<file path="src/rtl/hold_dma_pkg.sv">
// Shared types of the hold-acknowledge DMA bus sequencer.
package hold_dma_pkg;
    // Sequencer phases, in the order a single access walks through them.
    typedef enum logic [2:0] {
        ST_IDLE = 3'd0,  // bus slave, waiting for a request
        ST_REQ  = 3'd1,  // hold requested, waiting for acknowledge
        ST_ADDR = 3'd2,  // address phase with latch strobe
        ST_STRB = 3'd3,  // memory strobe low, waits on ready
        ST_DONE = 3'd4,  // strobe high, result presented
        ST_REL  = 3'd5   // lines floated, enable and request held
    } seq_st_t;
endpackage

</file>
<file path="src/rtl/hds_seq_fsm.sv">
// Phase sequencer: owns the state and the minimum-strobe counter.
// Assumes hold_ack stays high for as long as hold_req is high once granted.
module hds_seq_fsm
    import hold_dma_pkg::*;
#(
    parameter int STRB_CYC = 2
) (
    input  logic    clk,
    input  logic    rst_n,
    input  logic    req_valid,
    input  logic    hold_ack,
    input  logic    ready,
    output seq_st_t state,
    output logic    req_ready,
    output logic    strb_end
);
    localparam int CNT_W = (STRB_CYC > 1) ? $clog2(STRB_CYC) : 1;
    localparam logic [CNT_W-1:0] CNT_LAST = CNT_W'(STRB_CYC - 1);

    seq_st_t          st_q, st_d;
    logic [CNT_W-1:0] cnt_q;
    logic             fire;

    // Acceptance: idle with acknowledge gone, or the done cycle (chaining).
    always_comb begin
        req_ready = ((st_q == ST_IDLE) && !hold_ack) || (st_q == ST_DONE);
        fire      = req_valid && req_ready;
        strb_end  = (st_q == ST_STRB) && (cnt_q == CNT_LAST) && ready;
    end

    // Next-phase selection.
    always_comb begin
        st_d = st_q;
        case (st_q)
            ST_IDLE: if (fire) st_d = ST_REQ;
            ST_REQ:  if (hold_ack) st_d = ST_ADDR;
            ST_ADDR: st_d = ST_STRB;
            ST_STRB: if (strb_end) st_d = ST_DONE;
            ST_DONE: st_d = fire ? ST_ADDR : ST_REL;
            ST_REL:  st_d = ST_IDLE;
            default: st_d = ST_IDLE;
        endcase
    end

    // Phase register and saturating strobe-length counter.
    always_ff @(posedge clk) begin
        if (!rst_n) begin
            st_q  <= ST_IDLE;
            cnt_q <= '0;
        end else begin
            st_q <= st_d;
            if (st_q != ST_STRB)
                cnt_q <= '0;
            else if (cnt_q != CNT_LAST)
                cnt_q <= cnt_q + CNT_W'(1);
        end
    end

    assign state = st_q;
endmodule

</file>
<file path="src/rtl/hds_lane_map.sv">
// Data-lane steering: picks the lanes in use from the width strap, address
// bit 0 and the size flag, places write bytes and right-aligns read data.
// Assumes a word access is only meaningful at an even address; at an odd
// address it is served as the single upper-lane byte.
module hds_lane_map #(
    parameter int LANE_W = 8
) (
    input  logic                word_mode,
    input  logic                addr0,
    input  logic                size_word,
    input  logic [2*LANE_W-1:0] wdata,
    input  logic [LANE_W-1:0]   lo_in,
    input  logic [LANE_W-1:0]   hi_in,
    output logic                use_lo,
    output logic                use_hi,
    output logic                ube_n,
    output logic [LANE_W-1:0]   wr_lo,
    output logic [LANE_W-1:0]   wr_hi,
    output logic [2*LANE_W-1:0] rd_val
);
    // Lane selection and byte placement.
    always_comb begin
        use_hi = word_mode && (addr0 || size_word);
        use_lo = !word_mode || !addr0;
        ube_n  = !use_hi;
        wr_lo  = wdata[LANE_W-1:0];
        wr_hi  = addr0 ? wdata[LANE_W-1:0] : wdata[2*LANE_W-1:LANE_W];
        if (use_lo && use_hi)
            rd_val = {hi_in, lo_in};
        else if (use_hi)
            rd_val = {{LANE_W{1'b0}}, hi_in};
        else
            rd_val = {{LANE_W{1'b0}}, lo_in};
    end
endmodule

</file>
<file path="src/rtl/hold_dma_seq.sv">
// Hold-acknowledge DMA bus master sequencer (top).
// Accepts single transfers, wins the bus by hold request/acknowledge, runs
// one strobed memory cycle per transfer on a bus whose upper address byte is
// multiplexed with the upper data byte, and hands the bus back in two steps.
// Assumes width_strap is static and hold_ack stays high while granted.
module hold_dma_seq
    import hold_dma_pkg::*;
#(
    parameter int ADDR_W   = 24,
    parameter int LANE_W   = 8,
    parameter int STRB_CYC = 2
) (
    input  logic                clk,
    input  logic                rst_n,
    input  logic                width_strap,
    input  logic                req_valid,
    output logic                req_ready,
    input  logic [ADDR_W-1:0]   req_addr,
    input  logic                req_write,
    input  logic                req_word,
    input  logic [2*LANE_W-1:0] req_wdata,
    output logic                done,
    output logic [2*LANE_W-1:0] rdata,
    output logic                hold_req,
    input  logic                hold_ack,
    output logic                aen,
    output logic                astb,
    input  logic                ready,
    output logic [ADDR_W-LANE_W-1:0] addr_lo,
    output logic                addr_oe,
    output logic [LANE_W-1:0]   mux_out,
    input  logic [LANE_W-1:0]   mux_in,
    output logic                mux_oe,
    output logic [LANE_W-1:0]   dlo_out,
    input  logic [LANE_W-1:0]   dlo_in,
    output logic                dlo_oe,
    output logic                rd_n,
    output logic                wr_n,
    output logic                strobe_oe,
    output logic                ube_n,
    output logic                ube_oe
);
    localparam int DATA_W = 2 * LANE_W;
    localparam int LO_W   = ADDR_W - LANE_W;

    seq_st_t           st;
    logic              strb_end;
    logic              fire;
    logic [ADDR_W-1:0] q_addr;
    logic              q_write;
    logic              q_word;
    logic [DATA_W-1:0] q_wdata;
    logic [DATA_W-1:0] rdata_q;
    logic              use_lo, use_hi, lane_ube_n;
    logic [LANE_W-1:0] wr_lo, wr_hi;
    logic [DATA_W-1:0] rd_val;
    logic              on_bus, in_strb;

    hds_seq_fsm #(.STRB_CYC(STRB_CYC)) fsm_i (
        .clk       (clk),
        .rst_n     (rst_n),
        .req_valid (req_valid),
        .hold_ack  (hold_ack),
        .ready     (ready),
        .state     (st),
        .req_ready (req_ready),
        .strb_end  (strb_end)
    );

    hds_lane_map #(.LANE_W(LANE_W)) lane_i (
        .word_mode (width_strap),
        .addr0     (q_addr[0]),
        .size_word (q_word),
        .wdata     (q_wdata),
        .lo_in     (dlo_in),
        .hi_in     (mux_in),
        .use_lo    (use_lo),
        .use_hi    (use_hi),
        .ube_n     (lane_ube_n),
        .wr_lo     (wr_lo),
        .wr_hi     (wr_hi),
        .rd_val    (rd_val)
    );

    assign fire = req_valid && req_ready;

    // Request capture on acceptance.
    always_ff @(posedge clk) begin
        if (!rst_n) begin
            q_addr  <= '0;
            q_write <= 1'b0;
            q_word  <= 1'b0;
            q_wdata <= '0;
        end else if (fire) begin
            q_addr  <= req_addr;
            q_write <= req_write;
            q_word  <= req_word;
            q_wdata <= req_wdata;
        end
    end

    // Read data capture on the edge that ends the strobe.
    always_ff @(posedge clk) begin
        if (!rst_n)
            rdata_q <= '0;
        else if (strb_end && !q_write)
            rdata_q <= rd_val;
    end

    // Phase decode into bus controls and enables.
    always_comb begin
        on_bus    = (st == ST_ADDR) || (st == ST_STRB) || (st == ST_DONE);
        in_strb   = (st == ST_STRB);
        hold_req  = (st != ST_IDLE);
        aen       = on_bus || (st == ST_REL);
        astb      = (st == ST_ADDR);
        addr_lo   = q_addr[LO_W-1:0];
        addr_oe   = on_bus;
        strobe_oe = on_bus;
        rd_n      = !(in_strb && !q_write);
        wr_n      = !(in_strb && q_write);
        mux_out   = (st == ST_ADDR) ? q_addr[ADDR_W-1:LO_W] : wr_hi;
        mux_oe    = (st == ST_ADDR) || (in_strb && q_write && use_hi);
        dlo_out   = wr_lo;
        dlo_oe    = in_strb && q_write && use_lo;
        ube_n     = lane_ube_n;
        ube_oe    = width_strap && on_bus;
        done      = (st == ST_DONE);
        rdata     = rdata_q;
    end
endmodule

</file>
<file path="config.mk">
export PLATFORM = sky130hd
export DESIGN_NAME = hold_dma_seq
export DESIGN_NICKNAME = d
export VERILOG_FILES = /design/src/rtl/hold_dma_pkg.sv /design/src/rtl/hds_seq_fsm.sv /design/src/rtl/hds_lane_map.sv /design/src/rtl/hold_dma_seq.sv
export SDC_FILE = /design/constraint.sdc
export NUM_CORES = 1
export LEC_CHECK = 0
export BUFFER_PORTS_ARGS = -buffer_cell sky130_fd_sc_hd__buf_2
export CAP_MARGIN = 30
export CORE_MARGIN = 5
export CORE_UTILIZATION = 45
export DETAILED_ROUTE_END_ITERATION = 10
export PLACE_DENSITY = 0.75
export RECOVER_POWER = 25
export SYNTH_ARGS = -nofsm -noshare
export SYNTH_HDL_FRONTEND = slang
export SYNTH_SLANG_ARGS = --single-unit
</file>
<file path="constraint.sdc">
create_clock -name clk -period 2.3 [get_ports clk]
set_input_delay 0.115 -clock clk [delete_from_list [all_inputs] [get_ports clk]]
set_output_delay 0.115 -clock clk [all_outputs]
set_load 0.05 [all_outputs]
</file>
Word level (Yosys, flattened, before mapping). Cells that the tools add are included.

Register bits: 62. Bits of input ports: 64. Output and inout port bits: 61.

Add/subtract/negate cells: 1. Equal/unequal tests: 9. Multiplexer cells: 10. Bitwise operators: 1. Reduce and logical (&&, ||, !) cells: 30.

Operators by type and width (count): $mux W8 (3); $mux W16 (1); $pmux W3 S5 (1); $logic_and A1 B1 Y1 (12); $mux W3 (4); $logic_not A1 Y1 (7); $logic_or A1 B1 Y1 (7); $eq A3 B2 Y1 const B (2); $eq A3 B3 Y1 const B (2); $ne A2 B2 Y1 const B (2); $eq A3 B1 Y1 const B (1); $logic_not A3 Y1 (1); $ne A3 B2 Y1 const B (1); $reduce_and A3 Y1 (1); $reduce_bool A3 Y1 (1); $ne A2 B1 Y1 const B (1); $reduce_or A2 Y1 (1); $add A1 B1 Y1 const B (1); $mux W1 (1); $not A1 Y1 (1).

Logic depth before layout (Yosys ltp).
Depth in word-level cells: 6. Gate-level depth with buffers: 6.

Modules after synthesis. A second synthesis with hierarchy kept.

Cell total of the unflattened synthesis: 366. Area total of the unflattened synthesis: 3076.7 µm².

By module, submodules not included: hold_dma_seq (instances 1, cells each 296, area an instance 2487.4 µm²); hds_lane_map (instances 1, cells each 37, area an instance 329.1 µm²); hds_seq_fsm (instances 1, cells each 33, area an instance 260.2 µm²).

Worst setup path after synthesis. Ideal clock, no wire load.

Path kind: register to output. From: register q_addr[0]. To: output port mux_oe. Arrival: 2.343 ns. Slack: -0.158 ns. Cell stages (with the launch flop): 4. Buffers on the path: 1. Cells stage by stage: dfxtp_1 buf_4 o21ai_0 o22ai_1.

Longest elaborated chain between the ends: 4.

Ends and longest elaborated chain: start: declaration (RTL line hold_dma_seq.sv:49) `logic [ADDR_W-1:0] q_addr;`; start signal: assignment (RTL line hold_dma_seq.sv:95) `q_addr <= req_addr;`; $logic_or A1 B1 Y1 (RTL line hds_lane_map.sv:23) `use_hi = word_mode && (addr0 || size_word);`; $logic_and A1 B1 Y1 (RTL line hds_lane_map.sv:23); $logic_and A1 B1 Y1 (RTL line hold_dma_seq.sv:123) `mux_oe = (st == ST_ADDR) || (in_strb && q_write && use_hi);`; $logic_or A1 B1 Y1 (RTL line hold_dma_seq.sv:123); end: declaration (RTL line hold_dma_seq.sv:33) `output logic mux_oe,`.

Every way passes these cells.

Final worst setup path.
From: register fsm_i.st_q[1], in the netlist fsm_i.state[1]. To: output port mux_out[2].

Longest elaborated chain between the ends: 2.

Ends and longest elaborated chain: start: declaration (RTL line hds_seq_fsm.sv:20) `seq_st_t st_q, st_d;`; start signal: assignment (RTL line hds_seq_fsm.sv:51) `st_q <= st_d;`; $eq A3 B2 Y1 (RTL line hold_dma_seq.sv:122) `mux_out = (st == ST_ADDR) ? q_addr[ADDR_W-1:LO_W] : wr_hi;`; $mux W8 (RTL line hold_dma_seq.sv:122); end: declaration (RTL line hold_dma_seq.sv:31) `output logic [LANE_W-1:0] mux_out,`.

Every way passes these cells.

==> impl_results.md <==
* Die Wd at 94.8 um
* Slew Limit Fails at 0
* Final Power at 2.74 mW
* Worst setup margin at 0.290 ns
* Total negative slack at 0 ns
* Share of cells above drive strength 1 at 28.8%
* Syn Nets at 447
* Fill cells at 735
* CP Max Fanout at 17
* Resize count post-CTS at 0
* Critical path type: flip-flop to output pin
* EDFF count, synth at 0
* Number of global-route vias before repair at 3102
* Syn Area/Cell at 8.47 um^2
* Sw Ratio at 32.1%
* Global Route Usage Sum at 21.0%
* CTS tree: built
* Detailed-placement wirelength estimate at 6320 um
* Tightest Pin Transition at 0.706 ns
* GRT met2 Usage at 34.7%
* Routed len/inst at 16.9 um
* Arr. time, crit path at 1.89 ns
* Die Span Y at 94.8 um
* Critical path launch point type: flip-flop
* Initial antenna violation count at 0
* Setup-failing EPs final at 0
* Crit path max-delay cell type: dfxtp_1
* Period utilisation layout at 87.4%
* VDD IR max at 0.000480 V
* Final instance area at 3820 um^2
* IO buf count at 124
* Core ar. at 7140 um^2
* Starting DRT DRC Count at 194
* Critical Path, Cell by Cell: nor3b_2 -> buf_4 -> nand2_1 -> o21ai_0 -> buf_2
* Yosys warns at 0
* Total I/O pin count at 125
* Sequential fraction of the synthesis area at 38.4%
* FF+latch count, synth at 62
* Worst hold slack at 0.0276 ns
* Starting Density at 45.3%
* Via count at 3164
* Clock skew at 0.00826 ns
* CP Data Required Time at 2.18 ns
* GR Overflow Total at 0
* Clock buffer depth at 2
* Power Density at 717 nW/um^2
* Cells after DPL at 546
* CTS Hold Bufs at 0
* Clock transition at path regs at 0.07 ns
* Final ANT Viol Nets at 0
* Routed wire length at 9460 um
* Post-DP Area at 3650 um^2
* Max Cap Viol at 0
* Async set-reset flop share out of synthesis at 0%
* Rows at 31
* Status: finished, final reports clean
* NetSw at 0.881 mW
* GRT Max-Usage Layer: met2
* Post-Synthesis Cells at 382
* Period minus WS final at 2.01 ns
* Flop pwr share at 42.3%
* Maximum clock rate at 498 MHz
* Unrepaired setup endpoints after global routing: false
* Area Overhead vs Synth at 18.2%
* H-tree depth at 3
* Mapped Area at 3230 um^2
* CTS Buf Count at 9
* Leak at 1.49 nW
* Comb power frac at 21.2%
* GPL Wtd Cong at 0.790
* Root Driver: clkbuf_8
* Distinct cells, synth at 37
* M3 GR Usage at 6.37%
* Global-route wire length before repair at 15000 um
* CTS Sinks at 62
* # nets final at 523
* Largest net degree at the start of global routing at 45
* Worst min-delay path class: primary input to flip-flop
* Vias per cell at 5.64
* DR DRC count at 0
* Crit end category: output pin
* Placement Setup Slack at 0.664 ns
* Final core occ at 53.6%
* Final hold viol count at 0
* Internal at 1.86 mW
* DIE AREA at 8980 um^2
* Final std cells w/o fill at 561
* Post-CTS Setup Inserts at 0
* Detailed Routing Iterations Pass 1 at 5
* Max incr delay on CP at 0.56 ns
* Clock Power Share at 36.5%
* Clock latency on the worst-skew pair at 0.34 ns
* Diode count at 0
* Met1 Usage GRT at 26.2%
* Main flop type after synthesis: dfxtp_1
* Slew HR at 52.9%
logic make-up (layout without fill, tap and decap cells):
family | count (synthesis) | count (layout) | synth area share, %
compound gates | 135 | 135 | 26.3
simple gates | 98 | 98 | 17.6
buf+inv | 78 | 158 | 14.9
flops | 62 | 62 | 38.4
mux | 8 | 8 | 2.48
fa+ha+maj | 1 | 1 | 0.387
cell usage in the layout, fill, tap and decap left out, drive strengths merged:
| master | Yosys | routed |
|---|---|---|
| or2 | 1 | 1 |
| a21oi | 60 | 60 |
| dfxtp | 62 | 62 |
| nor3 | 1 | 1 |
| o211ai | 1 | 1 |
| clkinvlp | 0 | 1 |
| nand2 | 20 | 20 |
| clkinv | 1 | 2 |
| bufinv | 0 | 1 |
| a311oi | 8 | 8 |
| and4bb | 1 | 1 |
| nor3b | 2 | 2 |
| and2 | 2 | 2 |
| inv | 6 | 6 |
| a31oi | 2 | 2 |
| a21o | 2 | 2 |
| ha | 1 | 1 |
| and3b | 2 | 2 |
| nor2 | 4 | 4 |
| nand3 | 10 | 10 |
| nand4 | 50 | 50 |
| nand2b | 2 | 2 |
| o31ai | 42 | 42 |
| o2111ai | 2 | 2 |
| buf | 57 | 107 |
| o22ai | 1 | 1 |
| nor2b | 2 | 2 |
| mux2i | 8 | 8 |
| clkbuf | 14 | 41 |
| nand3b | 1 | 1 |
| o21ai | 17 | 17 |
registers in the layout, summed over array words and instances (netlist names):
name and count:
rdata 16, fsm_i.cnt_q 1, fsm_i.state 3, q_word 1, q_write 1, q_addr 24, q_wdata 16
cells in the mapped netlist, drive strengths merged, types with 4 or more instances:
cell type	n	share of area, %
dfxtp	62	38
a21oi	60	9.3
buf	57	12
nand4	50	9.7
o31ai	42	10
nand2	20	2.3
o21ai	17	2.6
clkbuf	14	1.6
nand3	10	1.5
a311oi	8	2.2
mux2i	8	2.5
inv	6	0.70
nor2	4	0.77
layout make-up:
class	instances	area, um^2	area share [%]
clock buffer	12	165	4.32
clock inverter	3	42.5	1.11
inverter	7	26.3	0.687
multi-input combinational	242	1520	39.9
sequential	62	1240	32.5
tap	99	124	3.24
timing repair buffer	136	699	18.3
path summary, 6_finish.rpt:
kind	startpoint	to	cells past startpoint	slack (ns)
worst max-delay path	fsm_i.state[1]	mux_out[2]	5	0.29
worst max register to register	fsm_i.state[1]	q_write	4	0.63
worst min register to register	q_addr[10]	q_addr[10]	2	0.47
worst min-delay path	req_addr[15]	q_addr[15]	3	0.03
metal layers:
metal	part of all wire, %	vias up	wire length (um)
met3	6.8	9	645
met2	48	105	4570
met1	44	1483	4140
met5	0	-	0
met4	1.0	0	99
li1	-	1567	-
worst max-delay path: cells and delay by family, from the launching register on:
family | cells | cell delay (ns)
and+or+nand+nor | 2 | 0.34
AOI/OAI and AO/OA | 1 | 0.11
buffers and inverters | 2 | 0.54
DFF | 1 | 0.56
power groups by stage:
| stage | combinational (mW) | sequential [mW] | clock, mW |
|---|---|---|---|
| after floorplan | 0.482 | 1.16 | 0 |
| after global placement | 0.574 | 1.18 | 0 |
| after detailed placement | 0.583 | 1.18 | 0 |
| after CTS | 0.584 | 1.16 | 1.02 |
| after global routing | 0.622 | 1.16 | 1.07 |
| final | 0.581 | 1.16 | 1.00 |
Note: power is estimated with default switching activity, not from simulation.
